[src/rtl/bootDmaPkg.sv]
package bootDmaPkg;

  typedef enum logic [1:0] {
    ST_IDLE  = 2'd0,
    ST_READ  = 2'd1,
    ST_WRITE = 2'd2
  } dmaState_e;

  // strobes from control to datapath
  typedef struct packed {
    logic busy;
    logic start;
    logic byteDone;
    logic wordWrite;
    logic finish;
  } dmaStrobes_t;

  localparam logic [2:0] REG_COUNT = 3'd0;
  localparam logic [2:0] REG_INT   = 3'd1;
  localparam logic [2:0] REG_EXT   = 3'd2;
  localparam logic [2:0] REG_PAGE  = 3'd3;
  localparam logic [2:0] REG_WAIT  = 3'd4;
  localparam logic [2:0] REG_CTRL  = 3'd5;

endpackage

[src/rtl/bootDmaCtrl.sv]
module bootDmaCtrl
  import bootDmaPkg::*;
#(
  parameter int WAIT_W = 3,
  parameter int BYTES  = 3
) (
  input  logic              clk,
  input  logic              rstN,
  input  logic              startReq,
  input  logic [WAIT_W-1:0] waitStates,
  input  logic              lastWord,
  output dmaStrobes_t       strb
);

  localparam int IDX_W = (BYTES > 1) ? $clog2(BYTES) : 1;
  localparam logic [IDX_W-1:0] LAST_IDX = IDX_W'(BYTES - 1);

  dmaState_e         state;
  logic [WAIT_W-1:0] waitCtr;
  logic [IDX_W-1:0]  byteIdx;

  always_comb begin
    strb.busy      = (state != ST_IDLE);
    strb.start     = startReq && (state == ST_IDLE);
    strb.byteDone  = (state == ST_READ) && (waitCtr == waitStates);
    strb.wordWrite = (state == ST_WRITE);
    strb.finish    = (state == ST_WRITE) && lastWord;
  end

  always_ff @(posedge clk or negedge rstN) begin
    if (!rstN) begin
      state   <= ST_READ;   // boot copy begins on reset release
      waitCtr <= '0;
      byteIdx <= '0;
    end else begin
      unique case (state)
        ST_IDLE: begin
          if (strb.start) begin
            state   <= ST_READ;
            waitCtr <= '0;
            byteIdx <= '0;
          end
        end
        ST_READ: begin
          if (strb.byteDone) begin
            waitCtr <= '0;
            if (byteIdx == LAST_IDX) begin
              byteIdx <= '0;
              state   <= ST_WRITE;
            end else begin
              byteIdx <= byteIdx + 1'b1;
            end
          end else begin
            waitCtr <= waitCtr + 1'b1;
          end
        end
        ST_WRITE: state <= lastWord ? ST_IDLE : ST_READ;
        default:  state <= ST_IDLE;
      endcase
    end
  end

endmodule

[src/rtl/bootDmaPath.sv]
module bootDmaPath
  import bootDmaPkg::*;
#(
  parameter int DATA_W     = 16,
  parameter int INT_AW     = 14,
  parameter int EXT_AW     = 14,
  parameter int PAGE_W     = 8,
  parameter int WAIT_W     = 3,
  parameter int CNT_W      = 16,
  parameter int BYTES      = 3,
  parameter int BOOT_WORDS = 32,
  parameter int BOOT_WAIT  = 7,
  localparam int WORD_W    = 8 * BYTES,
  localparam int MEM_AW    = PAGE_W + EXT_AW
) (
  input  logic              clk,
  input  logic              rstN,
  input  dmaStrobes_t       strb,
  input  logic              regWe,
  input  logic [2:0]        regAddr,
  input  logic [DATA_W-1:0] regWData,
  input  logic [7:0]        memData,
  input  logic              irqAck,
  output logic [DATA_W-1:0] regRData,
  output logic [MEM_AW-1:0] memAddr,
  output logic              startReq,
  output logic [WAIT_W-1:0] waitStates,
  output logic              lastWord,
  output logic [INT_AW-1:0] pmAddr,
  output logic [WORD_W-1:0] pmData,
  output logic              cpuHold,
  output logic              restartAtZero,
  output logic              doneIrq
);

  logic [INT_AW-1:0] intAddr;
  logic [EXT_AW-1:0] extAddr;
  logic [PAGE_W-1:0] page;
  logic [CNT_W-1:0]  wordCount;
  logic [2:0]        ctrlBits;   // {direction, wordType, ctxReset}
  logic [WORD_W-1:0] assembly;
  logic              cfgWe;

  assign cfgWe    = regWe && !strb.busy;
  assign startReq = cfgWe && (regAddr == REG_COUNT) && (|regWData[CNT_W-1:0]);
  assign lastWord = (wordCount == CNT_W'(1));
  assign memAddr  = {page, extAddr};
  assign pmAddr   = intAddr;
  assign pmData   = assembly;
  assign cpuHold  = strb.busy && ctrlBits[0];

  always_ff @(posedge clk or negedge rstN) begin
    if (!rstN) begin
      intAddr    <= '0;
      extAddr    <= '0;
      page       <= '0;
      wordCount  <= CNT_W'(BOOT_WORDS);
      waitStates <= WAIT_W'(BOOT_WAIT);
      ctrlBits   <= 3'b001;
    end else if (cfgWe) begin
      unique case (regAddr)
        REG_COUNT: wordCount  <= regWData[CNT_W-1:0];
        REG_INT:   intAddr    <= regWData[INT_AW-1:0];
        REG_EXT:   extAddr    <= regWData[EXT_AW-1:0];
        REG_PAGE:  page       <= regWData[PAGE_W-1:0];
        REG_WAIT:  waitStates <= regWData[WAIT_W-1:0];
        REG_CTRL:  ctrlBits   <= regWData[2:0];
        default:   ;
      endcase
    end else begin
      if (strb.byteDone)  extAddr <= extAddr + 1'b1;
      if (strb.wordWrite) begin
        intAddr   <= intAddr + 1'b1;
        wordCount <= wordCount - 1'b1;
      end
    end
  end

  // byte assembly, first byte ends up most significant
  always_ff @(posedge clk or negedge rstN) begin
    if (!rstN)               assembly <= '0;
    else if (strb.byteDone)  assembly <= {assembly[WORD_W-9:0], memData};
  end

  always_ff @(posedge clk or negedge rstN) begin
    if (!rstN) begin
      restartAtZero <= 1'b0;
      doneIrq       <= 1'b0;
    end else begin
      restartAtZero <= strb.finish && ctrlBits[0];
      if (strb.finish)  doneIrq <= 1'b1;
      else if (irqAck)  doneIrq <= 1'b0;
    end
  end

  always_comb begin
    unique case (regAddr)
      REG_COUNT: regRData = DATA_W'(wordCount);
      REG_INT:   regRData = DATA_W'(intAddr);
      REG_EXT:   regRData = DATA_W'(extAddr);
      REG_PAGE:  regRData = DATA_W'(page);
      REG_WAIT:  regRData = DATA_W'(waitStates);
      REG_CTRL:  regRData = DATA_W'(ctrlBits);
      default:   regRData = '0;
    endcase
  end

endmodule

[src/rtl/byteBootLoader.sv]
module byteBootLoader
  import bootDmaPkg::*;
#(
  parameter int DATA_W     = 16,
  parameter int INT_AW     = 14,
  parameter int EXT_AW     = 14,
  parameter int PAGE_W     = 8,
  parameter int WAIT_W     = 3,
  parameter int CNT_W      = 16,
  parameter int BYTES      = 3,
  parameter int BOOT_WORDS = 32,
  parameter int BOOT_WAIT  = 7,
  localparam int WORD_W    = 8 * BYTES,
  localparam int MEM_AW    = PAGE_W + EXT_AW
) (
  input  logic              clk,
  input  logic              rstN,
  input  logic              regWe,
  input  logic [2:0]        regAddr,
  input  logic [DATA_W-1:0] regWData,
  input  logic              irqAck,
  output logic [DATA_W-1:0] regRData,
  output logic [MEM_AW-1:0] memAddr,
  output logic              memRd,
  input  logic [7:0]        memData,
  output logic              pmWe,
  output logic [INT_AW-1:0] pmAddr,
  output logic [WORD_W-1:0] pmData,
  output logic              cpuHold,
  output logic              restartAtZero,
  output logic              doneIrq,
  output logic              busy
);

  dmaStrobes_t       strb;
  logic              startReq;
  logic              lastWord;
  logic [WAIT_W-1:0] waitStates;

  bootDmaCtrl #(.WAIT_W(WAIT_W), .BYTES(BYTES)) uCtrl (
    .clk(clk), .rstN(rstN), .startReq(startReq), .waitStates(waitStates),
    .lastWord(lastWord), .strb(strb)
  );

  bootDmaPath #(
    .DATA_W(DATA_W), .INT_AW(INT_AW), .EXT_AW(EXT_AW), .PAGE_W(PAGE_W),
    .WAIT_W(WAIT_W), .CNT_W(CNT_W), .BYTES(BYTES),
    .BOOT_WORDS(BOOT_WORDS), .BOOT_WAIT(BOOT_WAIT)
  ) uPath (
    .clk(clk), .rstN(rstN), .strb(strb), .regWe(regWe), .regAddr(regAddr),
    .regWData(regWData), .memData(memData), .irqAck(irqAck),
    .regRData(regRData), .memAddr(memAddr), .startReq(startReq),
    .waitStates(waitStates), .lastWord(lastWord), .pmAddr(pmAddr),
    .pmData(pmData), .cpuHold(cpuHold), .restartAtZero(restartAtZero),
    .doneIrq(doneIrq)
  );

  assign busy  = strb.busy;
  assign pmWe  = strb.wordWrite;
  assign memRd = strb.busy && !strb.wordWrite;

endmodule

[config.mk]
export PLATFORM = sky130hd
export DESIGN_NAME = byteBootLoader
export DESIGN_NICKNAME = d
export VERILOG_FILES = /design/src/rtl/bootDmaPkg.sv /design/src/rtl/bootDmaCtrl.sv /design/src/rtl/bootDmaPath.sv /design/src/rtl/byteBootLoader.sv
export SDC_FILE = /design/constraint.sdc
export NUM_CORES = 1
export LEC_CHECK = 0
export BUFFER_PORTS_ARGS = -buffer_cell sky130_fd_sc_hd__buf_2
export CAP_MARGIN = 30
export CELL_PAD_IN_SITES_DETAIL_PLACEMENT = 0
export CELL_PAD_IN_SITES_GLOBAL_PLACEMENT = 1
export CORE_MARGIN = 5
export CORE_UTILIZATION = 41
export DETAILED_ROUTE_END_ITERATION = 10
export PLACE_DENSITY_LB_ADDON = 0.1
export REMOVE_ABC_BUFFERS = 1
export SETUP_SLACK_MARGIN = 0.2
export SYNTH_ARGS = -nofsm -noshare
export SYNTH_HDL_FRONTEND = slang
export SYNTH_SLANG_ARGS = --single-unit
[constraint.sdc]
create_clock -name clk -period 2.4 [get_ports clk]
set_input_delay 0.12 -clock clk [delete_from_list [all_inputs] [get_ports clk]]
set_output_delay 0.12 -clock clk [all_outputs]
set_load 0.02 [all_outputs]
==> metrics.txt <==
# TYPE chip_impl_metric gauge
chip_impl_metric{name="port_buffers",unit=""} 112
chip_impl_info{name="critical_path.reg2reg.endpoint",value="uPath.wordCount[10]"} 1
chip_impl_metric{name="grt_first_pass_wirelength",unit="um"} 27700
chip_impl_metric{name="placementRows",unit=""} 41
chip_impl_metric{name="clk_path_buf_depth",unit=""} 2
chip_impl_info{name="run_status",value="finished, final reports clean"} 1
chip_impl_metric{name="clk_skew",unit="ns"} 0.00316
chip_impl_metric{name="final.min_clock_period",unit="ns"} 2.08
chip_impl_metric{name="cts.clk_slew.worst_paths",unit="ns"} 0.07
chip_impl_metric{name="floorplan.initialDensity",unit=""} 0.420
chip_impl_metric{name="gp_congestion",unit=""} 0.878
chip_impl_metric{name="die-height",unit="um"} 124
chip_impl_metric{name="cp_data_arrival_time",unit="ns"} 2.31
chip_impl_metric{name="cell_internal_pwr",unit="mW"} 4.67
chip_impl_metric{name="syn_inst",unit=""} 601
chip_impl_metric{name="maximum_number_of_pins_on_one_net_before_global_route_repair",unit=""} 49
chip_impl_metric{name="synthesis.yosys.warnings",unit=""} 0
chip_impl_metric{name="syn-mean-instance-area",unit="um^2"} 8.89
chip_impl_metric{name="mappedNetlistArea",unit="mm^2"} 0.00534
chip_impl_metric{name="routed_wl",unit="um"} 17900
chip_impl_metric{name="pwr-share-clk",unit=""} 0.167
chip_impl_info{name="synth_top_flop_cell",value="sky130_fd_sc_hd__dfrtp_1"} 1
chip_impl_metric{name="syn2layout_area_growth",unit="%"} 22.8
chip_impl_metric{name="grt_usage",unit=""} 0.236
chip_impl_metric{name="final.hold.worst_slack",unit="ns"} 0.0781
chip_impl_info{name="setup.worst_path.class",value="register to register"} 1
chip_impl_metric{name="number_of_antenna_violations_at_the_first_check_in_global_routing",unit=""} 0
chip_impl_info{name="hold_start",value="regWData[0]"} 1
chip_impl_metric{name="postCtsSetupBuffers",unit=""} 0
chip_impl_info{name="start_kind",value="register"} 1
chip_impl_metric{name="ys_async_sr_fraction",unit=""} 1.00
chip_impl_info{name="r2r-start",value="uCtrl.state[1]"} 1
chip_impl_metric{name="ys_ff_latch",unit=""} 91
chip_impl_metric{name="cts_buf_count",unit=""} 9
chip_impl_info{name="worst_setup_path_end_kind",value="register"} 1
chip_impl_metric{name="share_seq_of_total_power",unit=""} 0.368
chip_impl_metric{name="total_power",unit="mW"} 8.76
chip_impl_metric{name="tightestPinTransition",unit="ns"} 0.735
chip_impl_metric{name="grt_overflow_total",unit=""} 0
chip_impl_metric{name="irDropWorstVdd",unit="mV"} 0.602
chip_impl_info{name="worstHoldPathType",value="input port to register"} 1
chip_impl_metric{name="nNetsFinal",unit=""} 753
chip_impl_metric{name="nFillCells",unit=""} 1254
chip_impl_metric{name="drv.max_cap_violation_count",unit=""} 0
chip_impl_info{name="tritoncts",value="done"} 1
chip_impl_metric{name="timing.final.crit_share",unit=""} 0.865
chip_impl_metric{name="finalSetupViolations",unit=""} 0
chip_impl_metric{name="antennaDiodeCount",unit=""} 0
chip_impl_metric{name="netSwitchingPower",unit="mW"} 4.09
chip_impl_metric{name="die_width",unit="um"} 124
chip_impl_metric{name="drt_iter0_drc",unit=""} 452
chip_impl_metric{name="fraction_of_layout_instances_using_a_drive_strength_above_1",unit=""} 0.262
chip_impl_metric{name="core-area",unit="mm^2"} 0.0127
chip_impl_metric{name="via_count",unit=""} 5216
chip_impl_metric{name="io_pins",unit=""} 113
chip_impl_metric{name="reg2reg_depth",unit=""} 5
chip_impl_metric{name="h-tree-depth",unit=""} 3
chip_impl_metric{name="routed_wire_length_per_instance",unit="um"} 20.0
chip_impl_metric{name="synth_cell_types",unit=""} 66
chip_impl_metric{name="power-per-cell-area",unit="mW/mm^2"} 1340
chip_impl_metric{name="grt_pass1_vias",unit=""} 4904
chip_impl_metric{name="number_of_clock_sinks_seen_by_cts",unit=""} 91
chip_impl_metric{name="fin_setup_tns",unit="ns"} 0
chip_impl_metric{name="crit_path_max_fanout",unit=""} 48
chip_impl_metric{name="combinationalPowerShare",unit=""} 0.465
chip_impl_metric{name="clock_latency_on_the_worst_skew_pair",unit="ns"} 0.35
chip_impl_metric{name="detailedPlacementHpwl",unit="um"} 13000
chip_impl_metric{name="p_leak",unit="nW"} 2.98
chip_impl_metric{name="detail_route.vias_per_cell",unit=""} 5.83
chip_impl_info{name="min_to",value="uPath.ctrlBits[0]"} 1
chip_impl_metric{name="sequential_element_share_of_the_synthesized_area",unit=""} 0.428
chip_impl_metric{name="dieArea",unit="mm^2"} 0.0154
chip_impl_metric{name="detailedRoute.firstPassIterationCount",unit=""} 5
chip_impl_metric{name="drt.antenna.violating_nets",unit=""} 0
chip_impl_metric{name="power.switching_fraction",unit=""} 0.467
chip_impl_info{name="grt_setup_unrepaired",value="no"} 1
chip_impl_metric{name="rrSetupSlack",unit="ns"} 0.32
chip_impl_metric{name="timing.final.hold_violations",unit=""} 0
chip_impl_metric{name="drt_drc_violations_left",unit=""} 0
chip_impl_metric{name="final_core_utilization",unit=""} 0.516
chip_impl_info{name="clockRootBuffer",value="sky130_fd_sc_hd__clkbuf_16"} 1
chip_impl_metric{name="maxClockFrequency",unit="MHz"} 482
chip_impl_metric{name="required_time_of_the_critical_path",unit="ns"} 2.64
chip_impl_metric{name="worst_max_slew_margin_expressed_relative_to_the_limit",unit=""} 0.508
chip_impl_metric{name="min_delay_path_depth",unit=""} 3
chip_impl_metric{name="slew_viol_final",unit=""} 0
chip_impl_metric{name="synth_edf_count",unit=""} 0
==> flip-flops by register name, indices dropped and copies added, names as in the netlist <==
signal	cells
uCtrl.byteIdx	2
uCtrl.state	2
uCtrl.waitCtr	3
uPath.ctrlBits	3
uPath.doneIrq	1
uPath.extAddr	14
uPath.page	8
uPath.pmAddr	14
uPath.pmData	24
uPath.restartAtZero	1
uPath.waitStates	3
uPath.wordCount	16
==> worst max-delay path by stage <==
stage	slack (ns)	end	start
final	0.32	uPath.wordCount[10]	uCtrl.state[1]
after global routing	0.24	uPath.extAddr[8]	uCtrl.state[1]
after CTS	0.23	uPath.wordCount[13]	uCtrl.state[1]
after detailed placement	0.14	uPath.wordCount[13]	uCtrl.state[1]
after global placement	0.20	uPath.wordCount[13]	uCtrl.state[1]
after floorplan	-0.24	uPath.extAddr[11]	uCtrl.state[1]
==> metrics by stage <==
stage	setup WS [ns]	instances	cell area (um^2)
after global placement	0.203	868	6140
after global routing	0.243	894	6560
final	0.325	894	6560
after detailed placement	0.142	868	6140
after CTS	0.234	894	6550
after floorplan	-0.242	562	5170
==> cells in the mapped netlist (all sizes together) (3+ instances only) <==
master / count / area share
a21oi: 49 / 0.047
a22oi: 5 / 0.0070
o22a: 22 / 0.036
nand3: 15 / 0.015
xor2: 3 / 0.0049
nor2: 56 / 0.040
ha: 5 / 0.012
o21ai: 26 / 0.024
o22ai: 7 / 0.0082
nand2: 97 / 0.068
inv: 18 / 0.013
a22o: 3 / 0.0049
or3: 3 / 0.0035
nor2b: 5 / 0.0059
mux2i: 10 / 0.019
clkbuf: 20 / 0.014
and3: 6 / 0.0070
a41oi: 8 / 0.013
buf: 19 / 0.018
dfrtp: 85 / 0.40
dfstp: 6 / 0.030
or4: 5 / 0.0077
mux4: 6 / 0.025
o21a: 3 / 0.0042
nor3: 17 / 0.018
a31oi: 15 / 0.018
nor4: 11 / 0.017
xnor2: 3 / 0.0049
nand2b: 6 / 0.0070
a2bb2oi: 4 / 0.0066
o31a: 3 / 0.0049
nand4: 11 / 0.013
and2: 9 / 0.011
mux2: 14 / 0.032
==> cells by family (layout without fill, tap and decap cells) <==
logic type,after synthesis,in the layout,synth area share
compound gates,162,162,0.201
flops,91,91,0.428
xor+xnor,6,6,0.00984
fa+ha+maj,5,5,0.0117
buf+inv,57,178,0.0450
simple gates,250,250,0.229
mux,30,30,0.0757
==> critical path, stage by stage, from the launching register on <==
cell and delay (ns):
sky130_fd_sc_hd__dfrtp_1 0.47, sky130_fd_sc_hd__or3b_2 0.62, sky130_fd_sc_hd__buf_12 0.23, sky130_fd_sc_hd__nor2_1 0.32
sky130_fd_sc_hd__a41oi_1 0.09, sky130_fd_sc_hd__o22a_1 0.22
==> power by group through the flow <==
stage	sequential [mW]	combinational (mW)	clock, mW
floorplan	3.54	2.06	0
global placement	3.18	3.98	0
detailed placement	3.21	4.05	0
CTS	3.19	4.08	1.50
global route	3.33	4.48	1.56
finish	3.22	4.08	1.46
==> cell type report <==
type | count | area, um^2 | area share
inverters | 18 | 67.6 | 0.0103
clock inverters | 6 | 63.8 | 0.00973
multi-input cells | 453 | 2830 | 0.431
flip-flops and latches | 91 | 2280 | 0.348
clock buffers | 10 | 239 | 0.0364
well taps | 172 | 215 | 0.0328
repair buffers | 144 | 861 | 0.131
==> what timing repair did <==
item	CTS	global route
endpoints found under the setup margin	1	8
gates resized for setup	1	3
hold buffers	10	0
hold endpoints to repair	45	0
pin swaps	0	1
==> routing by layer <==
metal	GRT usage	vias up	share of wire
li1	-	2426	-
met1	0.343	2563	0.45
met2	0.364	209	0.46
met3	0.0386	18	0.075
met4	0.0678	0	0.015
met5	0	-	0
==> cell usage in the layout, fill, tap and decap left out, types with 10 or more instances in the layout <==
cell	instances
sky130_fd_sc_hd__a21oi_1	48
sky130_fd_sc_hd__a31oi_1	15
sky130_fd_sc_hd__buf_2	111
sky130_fd_sc_hd__buf_4	20
sky130_fd_sc_hd__dfrtp_1	85
sky130_fd_sc_hd__dlygate4sd3_1	10
sky130_fd_sc_hd__inv_1	18
sky130_fd_sc_hd__mux2_2	11
sky130_fd_sc_hd__mux2i_1	10
sky130_fd_sc_hd__nand2_1	97
sky130_fd_sc_hd__nand3_1	14
sky130_fd_sc_hd__nand4_1	11
sky130_fd_sc_hd__nor2_1	55
sky130_fd_sc_hd__nor3_1	16
sky130_fd_sc_hd__o21ai_0	26
sky130_fd_sc_hd__o22a_1	22
Power figures use the tool's default switching activity.
